**src/rtl/memmap_pkg.sv**
```systemverilog
package memmap_pkg;

    localparam int ADDR_W = 16;
    localparam int PAGE_W = 4;
    localparam int OFS_W  = ADDR_W - PAGE_W;
    localparam int NUM_TGT = 6;

    // target indices, highest priority first
    localparam int T_REG    = 0;
    localparam int T_RAM    = 1;
    localparam int T_BOOT   = 2;
    localparam int T_EEPROM = 3;
    localparam int T_EPROM  = 4;
    localparam int T_EXT    = 5;

    typedef enum logic [1:0] {
        MODE_SINGLE = 2'b00,
        MODE_EXPAND = 2'b01,
        MODE_BOOT   = 2'b10,
        MODE_TEST   = 2'b11
    } opmode_e;

    typedef logic [NUM_TGT-1:0] tgt_vec_t;
    typedef logic [ADDR_W:0]    wide_addr_t;

    typedef struct packed {
        logic [PAGE_W-1:0] ram_page;
        logic [PAGE_W-1:0] reg_page;
    } map_cfg_t;

    localparam map_cfg_t MAP_RESET = '{ram_page: 4'h0, reg_page: 4'h1};

    function automatic logic in_window(input logic [ADDR_W-1:0] a,
                                       input wide_addr_t lo,
                                       input wide_addr_t span);
        wide_addr_t wa;
        wa = {1'b0, a};
        return (wa >= lo) && (wa < lo + span);
    endfunction

    function automatic wide_addr_t page_base(input logic [PAGE_W-1:0] pg);
        return {1'b0, pg, {OFS_W{1'b0}}};
    endfunction

    function automatic logic is_special(input opmode_e m);
        return m == MODE_BOOT || m == MODE_TEST;
    endfunction

    function automatic logic ext_allowed(input opmode_e m);
        return m == MODE_EXPAND || m == MODE_TEST;
    endfunction

endpackage

```
**src/rtl/memmap_cfg_reg.sv**
```systemverilog
module memmap_cfg_reg
    import memmap_pkg::*;
#(
    parameter logic [OFS_W-1:0] MAP_OFFSET = 12'h03D
) (
    input  logic              clk,
    input  logic              rst,
    input  logic [ADDR_W-1:0] addr,
    input  logic              wr_en,
    input  logic [7:0]        wr_data,
    output map_cfg_t          cfg,
    output logic              wr_hit
);

    // the register answers at its own current location
    assign wr_hit = wr_en
                 && (addr[ADDR_W-1:OFS_W] == cfg.reg_page)
                 && (addr[OFS_W-1:0] == MAP_OFFSET);

    always_ff @(posedge clk) begin
        if (rst) begin
            cfg <= MAP_RESET;
        end else if (wr_hit) begin
            cfg <= map_cfg_t'(wr_data);
        end
    end

endmodule

```
**src/rtl/memmap_hit_gen.sv**
```systemverilog
module memmap_hit_gen
    import memmap_pkg::*;
#(
    parameter int         RAM_BYTES  = 512,
    parameter int         REG_BYTES  = 64,
    parameter wide_addr_t BOOT_BASE  = 17'h0BF00,
    parameter int         BOOT_BYTES = 256,
    parameter wide_addr_t EE_BASE    = 17'h0B600,
    parameter int         EE_BYTES   = 512,
    parameter wide_addr_t EP_BASE    = 17'h0D000,
    parameter int         EP_BYTES   = 12288
) (
    input  logic [ADDR_W-1:0] addr,
    input  map_cfg_t          cfg,
    input  opmode_e           mode,
    input  logic              eeprom_en,
    input  logic              eprom_en,
    output tgt_vec_t          raw
);

    localparam wide_addr_t RAM_SPAN  = wide_addr_t'(RAM_BYTES);
    localparam wide_addr_t REG_SPAN  = wide_addr_t'(REG_BYTES);
    localparam wide_addr_t BOOT_SPAN = wide_addr_t'(BOOT_BYTES);
    localparam wide_addr_t EE_SPAN   = wide_addr_t'(EE_BYTES);
    localparam wide_addr_t EP_SPAN   = wide_addr_t'(EP_BYTES);

    always_comb begin
        raw           = '0;
        raw[T_REG]    = in_window(addr, page_base(cfg.reg_page), REG_SPAN);
        raw[T_RAM]    = in_window(addr, page_base(cfg.ram_page), RAM_SPAN);
        raw[T_BOOT]   = is_special(mode) && in_window(addr, BOOT_BASE, BOOT_SPAN);
        raw[T_EEPROM] = eeprom_en && in_window(addr, EE_BASE, EE_SPAN);
        raw[T_EPROM]  = eprom_en && in_window(addr, EP_BASE, EP_SPAN);
        raw[T_EXT]    = ext_allowed(mode);
    end

endmodule

```
**src/rtl/memmap_prio.sv**
```systemverilog
module memmap_prio #(
    parameter int N = 6
) (
    input  logic [N-1:0] req,
    output logic [N-1:0] grant
);

    logic [N:0] taken;

    assign taken[0] = 1'b0;

    for (genvar i = 0; i < N; i++) begin : g_chain
        assign grant[i]   = req[i] & ~taken[i];
        assign taken[i+1] = taken[i] | req[i];
    end

endmodule

```
**src/rtl/mem_map_decoder.sv**
```systemverilog
module mem_map_decoder
    import memmap_pkg::*;
#(
    parameter int         RAM_BYTES  = 512,
    parameter int         REG_BYTES  = 64,
    parameter int         VEC_BYTES  = 64,
    parameter wide_addr_t VEC_NORMAL = 17'h0FFC0,
    parameter wide_addr_t VEC_SPEC   = 17'h0BFC0
) (
    input  logic        clk,
    input  logic        rst,
    input  logic [15:0] addr,
    input  logic        wr_en,
    input  logic [7:0]  wr_data,
    input  logic [1:0]  mode,
    input  logic        eeprom_en,
    input  logic        eprom_en,
    output logic        sel_reg,
    output logic        sel_ram,
    output logic        sel_boot,
    output logic        sel_eeprom,
    output logic        sel_eprom,
    output logic        sel_ext,
    output logic        unmapped,
    output logic        vec_hit
);

    localparam wide_addr_t VEC_SPAN = wide_addr_t'(VEC_BYTES);

    opmode_e  op_mode;
    map_cfg_t map_q;
    logic     wr_hit;
    tgt_vec_t raw_hits;
    tgt_vec_t grants;

    assign op_mode = opmode_e'(mode);

    memmap_cfg_reg u_cfg (
        .clk     (clk),
        .rst     (rst),
        .addr    (addr),
        .wr_en   (wr_en),
        .wr_data (wr_data),
        .cfg     (map_q),
        .wr_hit  (wr_hit)
    );

    memmap_hit_gen #(
        .RAM_BYTES (RAM_BYTES),
        .REG_BYTES (REG_BYTES)
    ) u_hits (
        .addr      (addr),
        .cfg       (map_q),
        .mode      (op_mode),
        .eeprom_en (eeprom_en),
        .eprom_en  (eprom_en),
        .raw       (raw_hits)
    );

    memmap_prio #(.N(NUM_TGT)) u_prio (
        .req   (raw_hits),
        .grant (grants)
    );

    assign sel_reg    = grants[T_REG];
    assign sel_ram    = grants[T_RAM];
    assign sel_boot   = grants[T_BOOT];
    assign sel_eeprom = grants[T_EEPROM];
    assign sel_eprom  = grants[T_EPROM];
    assign sel_ext    = grants[T_EXT];
    assign unmapped   = ~|raw_hits;

    assign vec_hit = in_window(addr, is_special(op_mode) ? VEC_SPEC : VEC_NORMAL, VEC_SPAN);

endmodule

```
**config.mk**
```make
export PLATFORM = sky130hd
export DESIGN_NAME = mem_map_decoder
export DESIGN_NICKNAME = d
export VERILOG_FILES = /design/src/rtl/memmap_pkg.sv /design/src/rtl/memmap_cfg_reg.sv /design/src/rtl/memmap_hit_gen.sv /design/src/rtl/memmap_prio.sv /design/src/rtl/mem_map_decoder.sv
export SDC_FILE = /design/constraint.sdc
export NUM_CORES = 1
export LEC_CHECK = 0
export CAP_MARGIN = 10
export CORE_MARGIN = 3
export CORE_UTILIZATION = 40
export CTS_CLUSTER_SIZE = 8
export DETAILED_ROUTE_END_ITERATION = 7
export PLACE_DENSITY = 0.77
export SYNTH_ARGS = -nofsm -noshare
export SYNTH_HDL_FRONTEND = slang
export SYNTH_SLANG_ARGS = --single-unit
```
**constraint.sdc**
```tcl
create_clock -name clk -period 1.9 [get_ports clk]
set_input_delay 0.19 -clock clk [delete_from_list [all_inputs] [get_ports clk]]
set_output_delay 0.19 -clock clk [all_outputs]
set_load 0.01 [all_outputs]
```
Word level (Yosys, flattened, before mapping)
Index checks and enable logic that the tools add are counted.
{"block": "word_totals", "elab_cells": 50, "mem_count": 0, "register_bits": 8, "ram_bits": 0, "latch_bits": 0, "romBits": 0, "out_inout_bits": 8}
{"block": "op_classes", "n_div": 0, "muxes": 1, "n_addsub": 3, "n_reduce_logical": 14, "n_mul": 0, "shift": 0, "n_eq_ne": 5, "bitwise": 14, "magnitude_cmp": 11}
{"operator": "$lt 16x17->1", "n": 3}
{"operator": "$ge 16x16->1", "n": 3}
{"operator": "$ge 16x16->1 const B", "n": 3}
{"operator": "$add 16x7->17 const B", "n": 2}
{"operator": "$lt 16x16->1 const B", "n": 2}
{"operator": "$add 16x10->17 const B", "n": 1}
{"operator": "$mux 15", "n": 1}
{"operator": "$eq 12x6->1 const B", "n": 1}
{"operator": "$logic_and 1x1->1", "n": 10}
{"operator": "$reduce_or 6->1", "n": 1}
{"operator": "$and 1x1->1", "n": 5}
{"operator": "$not 1->1", "n": 5}
{"operator": "$eq 2x2->1 const B", "n": 2}
{"operator": "$eq 4x4->1", "n": 1}
{"operator": "$or 1x1->1", "n": 4}
{"operator": "$eq 2x1->1 const B", "n": 1}
{"operator": "$logic_or 1x1->1", "n": 2}
{"operator": "$logic_not 1->1", "n": 1}

Longest topological paths before layout
{"block": "depth", "ltp_word": 9, "ltp_mapped": 7}

Cells and area by module
Synthesis repeated with hierarchy kept, for this count alone.
{"block": "hier_totals", "hier_cells": 101, "hier_area_um2": 884.6}
{"mod": "memmap_cfg_reg", "seq_area_each_um2": 160.2, "instances": 1, "area_per_inst_um2": 445.4, "cells_per_inst": 44}
{"mod": "memmap_hit_gen", "seq_area_each_um2": 0.0, "instances": 1, "area_per_inst_um2": 312.8, "cells_per_inst": 40}
{"mod": "mem_map_decoder", "seq_area_each_um2": 0.0, "instances": 1, "area_per_inst_um2": 68.8, "cells_per_inst": 10}
{"mod": "memmap_prio", "seq_area_each_um2": 0.0, "instances": 1, "area_per_inst_um2": 57.6, "cells_per_inst": 7}

Worst setup path before layout
Ideal clock, no wire load.
{"block": "synth_timing", "path_kind": "register -> output", "startpoint": "register, netlist name u_cfg.cfg[3]", "endpoint": "output sel_ram", "arrival_time_ns": 1.648, "path_slack_ns": 0.062, "path_buffers": 0, "path_stages_with_launch": 7, "cell_sequence": "dfxtp_1 inv_1 ha_1 a2111oi_1 nand2b_1 nor3_1 nor3_1"}
{"block": "synth_between", "elab_chain_len": 5}
{"item": "$add 16x7->17", "line": "memmap_pkg.sv:38", "text": "return (wa >= lo) && (wa < lo + span);"}
{"item": "$lt 16x17->1", "line": "memmap_pkg.sv:38"}
{"item": "$logic_and 1x1->1 (*)", "line": "memmap_pkg.sv:38"}
{"item": "net sel_reg", "line": "mem_map_decoder.sv:18", "text": "output logic sel_reg,"}
{"item": "$not 1->1 (*)", "line": "memmap_prio.sv:13", "text": "assign grant[i] = req[i] & ~taken[i];"}
{"item": "$and 1x1->1 (*)", "line": "memmap_prio.sv:13"}
{"item": "end, declared", "line": "mem_map_decoder.sv:19", "text": "output logic sel_ram,"}
Mark *: on every way through the listed nets, which the timed path passes. The rest lies on a longest branch.

Worst setup path after layout
{"block": "layout_timing", "startpoint": "register, netlist name u_cfg.cfg[0]", "endpoint": "output unmapped"}
{"block": "layout_between", "elab_chain_len": 5}
{"item": "$add 16x7->17", "line": "memmap_pkg.sv:38"}
{"item": "$lt 16x17->1", "line": "memmap_pkg.sv:38"}
{"item": "$logic_and 1x1->1 (*)", "line": "memmap_pkg.sv:38"}
{"item": "$reduce_or 6->1 (*)", "line": "mem_map_decoder.sv:71", "text": "assign unmapped = ~|raw_hits;"}
{"item": "$logic_not 1->1 (*)", "line": "mem_map_decoder.sv:71"}
{"item": "end, declared", "line": "mem_map_decoder.sv:24", "text": "output logic unmapped,"}
Every way passes the cells marked *; elsewhere a longest branch is shown, timed or not.

==> results.sh <==
export IMPL_min_period_ns=2.23
export IMPL_slew_violations=0
export IMPL_numCtsBuffers=3
export IMPL_max_freq_ghz=0.449
export IMPL_largest_reg_flops=8
export IMPL_p_leak_nw=0.587
export IMPL_seqCellArea_um2=165
export IMPL_drc=0
export IMPL_worstPathArrival_ns=2.04
export IMPL_yosys_warnings=0
export IMPL_place_ws_ns=-0.848
export IMPL_post_route_period_util=1.17
export IMPL_antenna_found_initial=0
export IMPL_cts_sinks=8
export IMPL_dieArea_um2=2600
export IMPL_grt_pass1_wl_um=4970
export IMPL_multiInputGateArea_um2=736
export IMPL_outcome="finished, violations left"
export IMPL_cp_end_kind="output port"
export IMPL_cts_hold_buf=0
export IMPL_initial_core_util=0.444
export IMPL_finalSetupViolCount=7
export IMPL_finalWorstSetupSlack_ns=-0.328
export IMPL_final_util=0.821
export IMPL_synth_most_common_cell="inv_1"
export IMPL_startpoint_type="flip-flop"
export IMPL_viasPerCell=5.66
export IMPL_std_cell_rows=15
export IMPL_ios=39
export IMPL_die_width_um=51.0
export IMPL_drive_above_1_share=0.386
export IMPL_power_density_nw_per_um2=317
export IMPL_grt_pass1_vias=1072
export IMPL_clkSlewWorstSetupHoldPaths_ns=0.05
export IMPL_hold_class="reg2reg"
export IMPL_cts_root_buffer="clkbuf_4"
export IMPL_dp_cells=173
export IMPL_clk_latency_ns=0.24
export IMPL_synthArstFlopShare=0
export IMPL_n_antenna_cell=0
export IMPL_nFillCells=113
export IMPL_clk_path_buf_depth=2
export IMPL_synth_seq_cells=8
export IMPL_largest_register="u_cfg.cfg"
export IMPL_wl_um=3110
export IMPL_netlist_area_leader_share=0.198
export IMPL_ir_drop_mv=0.350
export IMPL_synth_nets=144
export IMPL_core_area_um2=1820
export IMPL_gp_congestion=0.749
export IMPL_grt_ovfl_total=0
export IMPL_io_buffers=38
export IMPL_wl_per_cell_um=17.0
export IMPL_hold_violations=0
export IMPL_worst_pin_slew_ns=0.368
export IMPL_rsz0062_at_grt="yes"
export IMPL_nNetsFinal=203
export IMPL_slew_headroom=0.752
export IMPL_synth_seq_area_share=0.198
export IMPL_synth_cells=101
export IMPL_violations="setup timing"
export IMPL_path_class="reg2out"
export IMPL_syn_to_final_growth_pct=84.8
export IMPL_final_cell_count_no_fill=183
export IMPL_track_usage=0.255
export IMPL_ant_nets=0
export IMPL_syn_avg_cell_area_um2=8.00
export IMPL_dr_pass1_iters=4
export IMPL_fp_dieH_um=51.0
export IMPL_synth_edf_count=0
export IMPL_syn_area_um2=808
export IMPL_synth_top_area_cell="dfxtp_1"
export IMPL_synthFlopType="dfxtp_1"
export IMPL_dp_hpwl_um=1970
export IMPL_synth_cell_types=32
export IMPL_maxCapViolCount=0
export IMPL_drt_initial_drc_count=14
export IMPL_grt_max_degree=10
export IMPL_reg_largest_list="u_cfg.cfg: 8 flops"
export IMPL_route_vias_total=1036
export IMPL_cts_tree="yes"
export IMPL_crit_required_ns=1.71
export IMPL_finClkSkew_ns=0.00334
export IMPL_path_max_fanout=3
export IMPL_htreeDepth=1
export IMPL_synth_top_cells_by_area="dfxtp_1 20%, ha_1 19%, inv_1 6.5%"
export IMPL_ys_top_cells_by_count="14 x inv_1, 12 x ha_1, 9 x nand3_1, 9 x o21ai_0"
[worst paths after layout]
check	cells past startpoint	from	to	slack, ns
min	2	u_cfg.cfg[1]$_SDFFE_PP0P_	u_cfg.cfg[1]$_SDFFE_PP0P_	0.48
max reg2reg	8	u_cfg.cfg[0]$_SDFFE_PP1P_	u_cfg.cfg[5]$_SDFFE_PP0P_	0.15
max	7	u_cfg.cfg[0]$_SDFFE_PP1P_	unmapped	-0.33
min reg2reg	2	u_cfg.cfg[1]$_SDFFE_PP0P_	u_cfg.cfg[1]$_SDFFE_PP0P_	0.48
[per-layer routing]
metal / routed length [µm] / share of wire / vias to the layer above / track usage
met5: 0 / 0 / - / 0
met2: 1470 / 0.47 / 56 / 0.446
met4: 154 / 0.050 / 0 / 0.184
li1: - / - / 490 / -
met1: 1230 / 0.40 / 470 / 0.266
met3: 252 / 0.081 / 20 / 0.0554
[timing repair]
action	4_1_cts	5_1_grt
endpoints found under the setup margin	9	15
pin swaps	11	5
setup buffers	6	2
resized for setup	58	8
[placed cells by master, fill, tap and decap left out, drive strengths merged, types with 2 or more instances in the layout]
master,count
ha,12
o2111ai,2
nand3,9
buf,27
o21ai,9
nor2,3
clkbuf,4
nand2,2
inv,14
nor4b,2
dlygate4sd2,3
clkdlybuf4s50,27
a41oi,2
nor3,7
nor4,2
and4,3
a21oi,8
nand4b,2
dfxtp,8
and2,2
[logic make-up (layout without fill, tap and decap cells)]
family	after synthesis	after routing	share of synthesized area
AOI/OAI and AO/OA	25	25	0.198
adders and majority gates	12	12	0.186
buffers and inverters	18	75	0.0851
DFF	8	8	0.198
and+or+nand+nor	38	38	0.333
[where the power goes]
group / switching, W / leakage [nW] / internal (W)
Sequential: 0.00000000135 / 0.0655 / 0.000168
Clock: 0.0000492 / 0.0138 / 0.0000717
Combinational: 0.0000791 / 0.508 / 0.000106
[metrics by stage]
step | instance area (µm²) | setup TNS (ns) | hold slack, ns | power (W)
2_1_floorplan | 808 | 0 | 0.338 | 0.000213
3_3_place_gp | 1300 | -6.38 | 0.463 | 0.000320
3_5_place_dp | 1300 | -7.84 | 0.471 | 0.000325
4_1_cts | 1460 | -1.28 | 0.477 | 0.000469
5_1_grt | 1490 | -2.44 | 0.512 | 0.000495
6_report | 1490 | -1.89 | 0.483 | 0.000474
[worst max-delay path: stages, from the launching register on]
cell and delay, ns:
dfxtp_2 0.35, ha_4 0.27, nor4b_4 0.25, a41oi_2 0.24, o32ai_4 0.31, buf_4 0.17, nor4b_2 0.04, buf_2 0.15
[area by class of cell]
cell class | instances | area share
multi-input cells | 75 | 0.492
flip-flops and latches | 8 | 0.111
well taps | 25 | 0.0209
clock buffers | 3 | 0.0151
inverters | 14 | 0.0352
repair buffers | 58 | 0.326
Power figures use the tool's default switching activity.
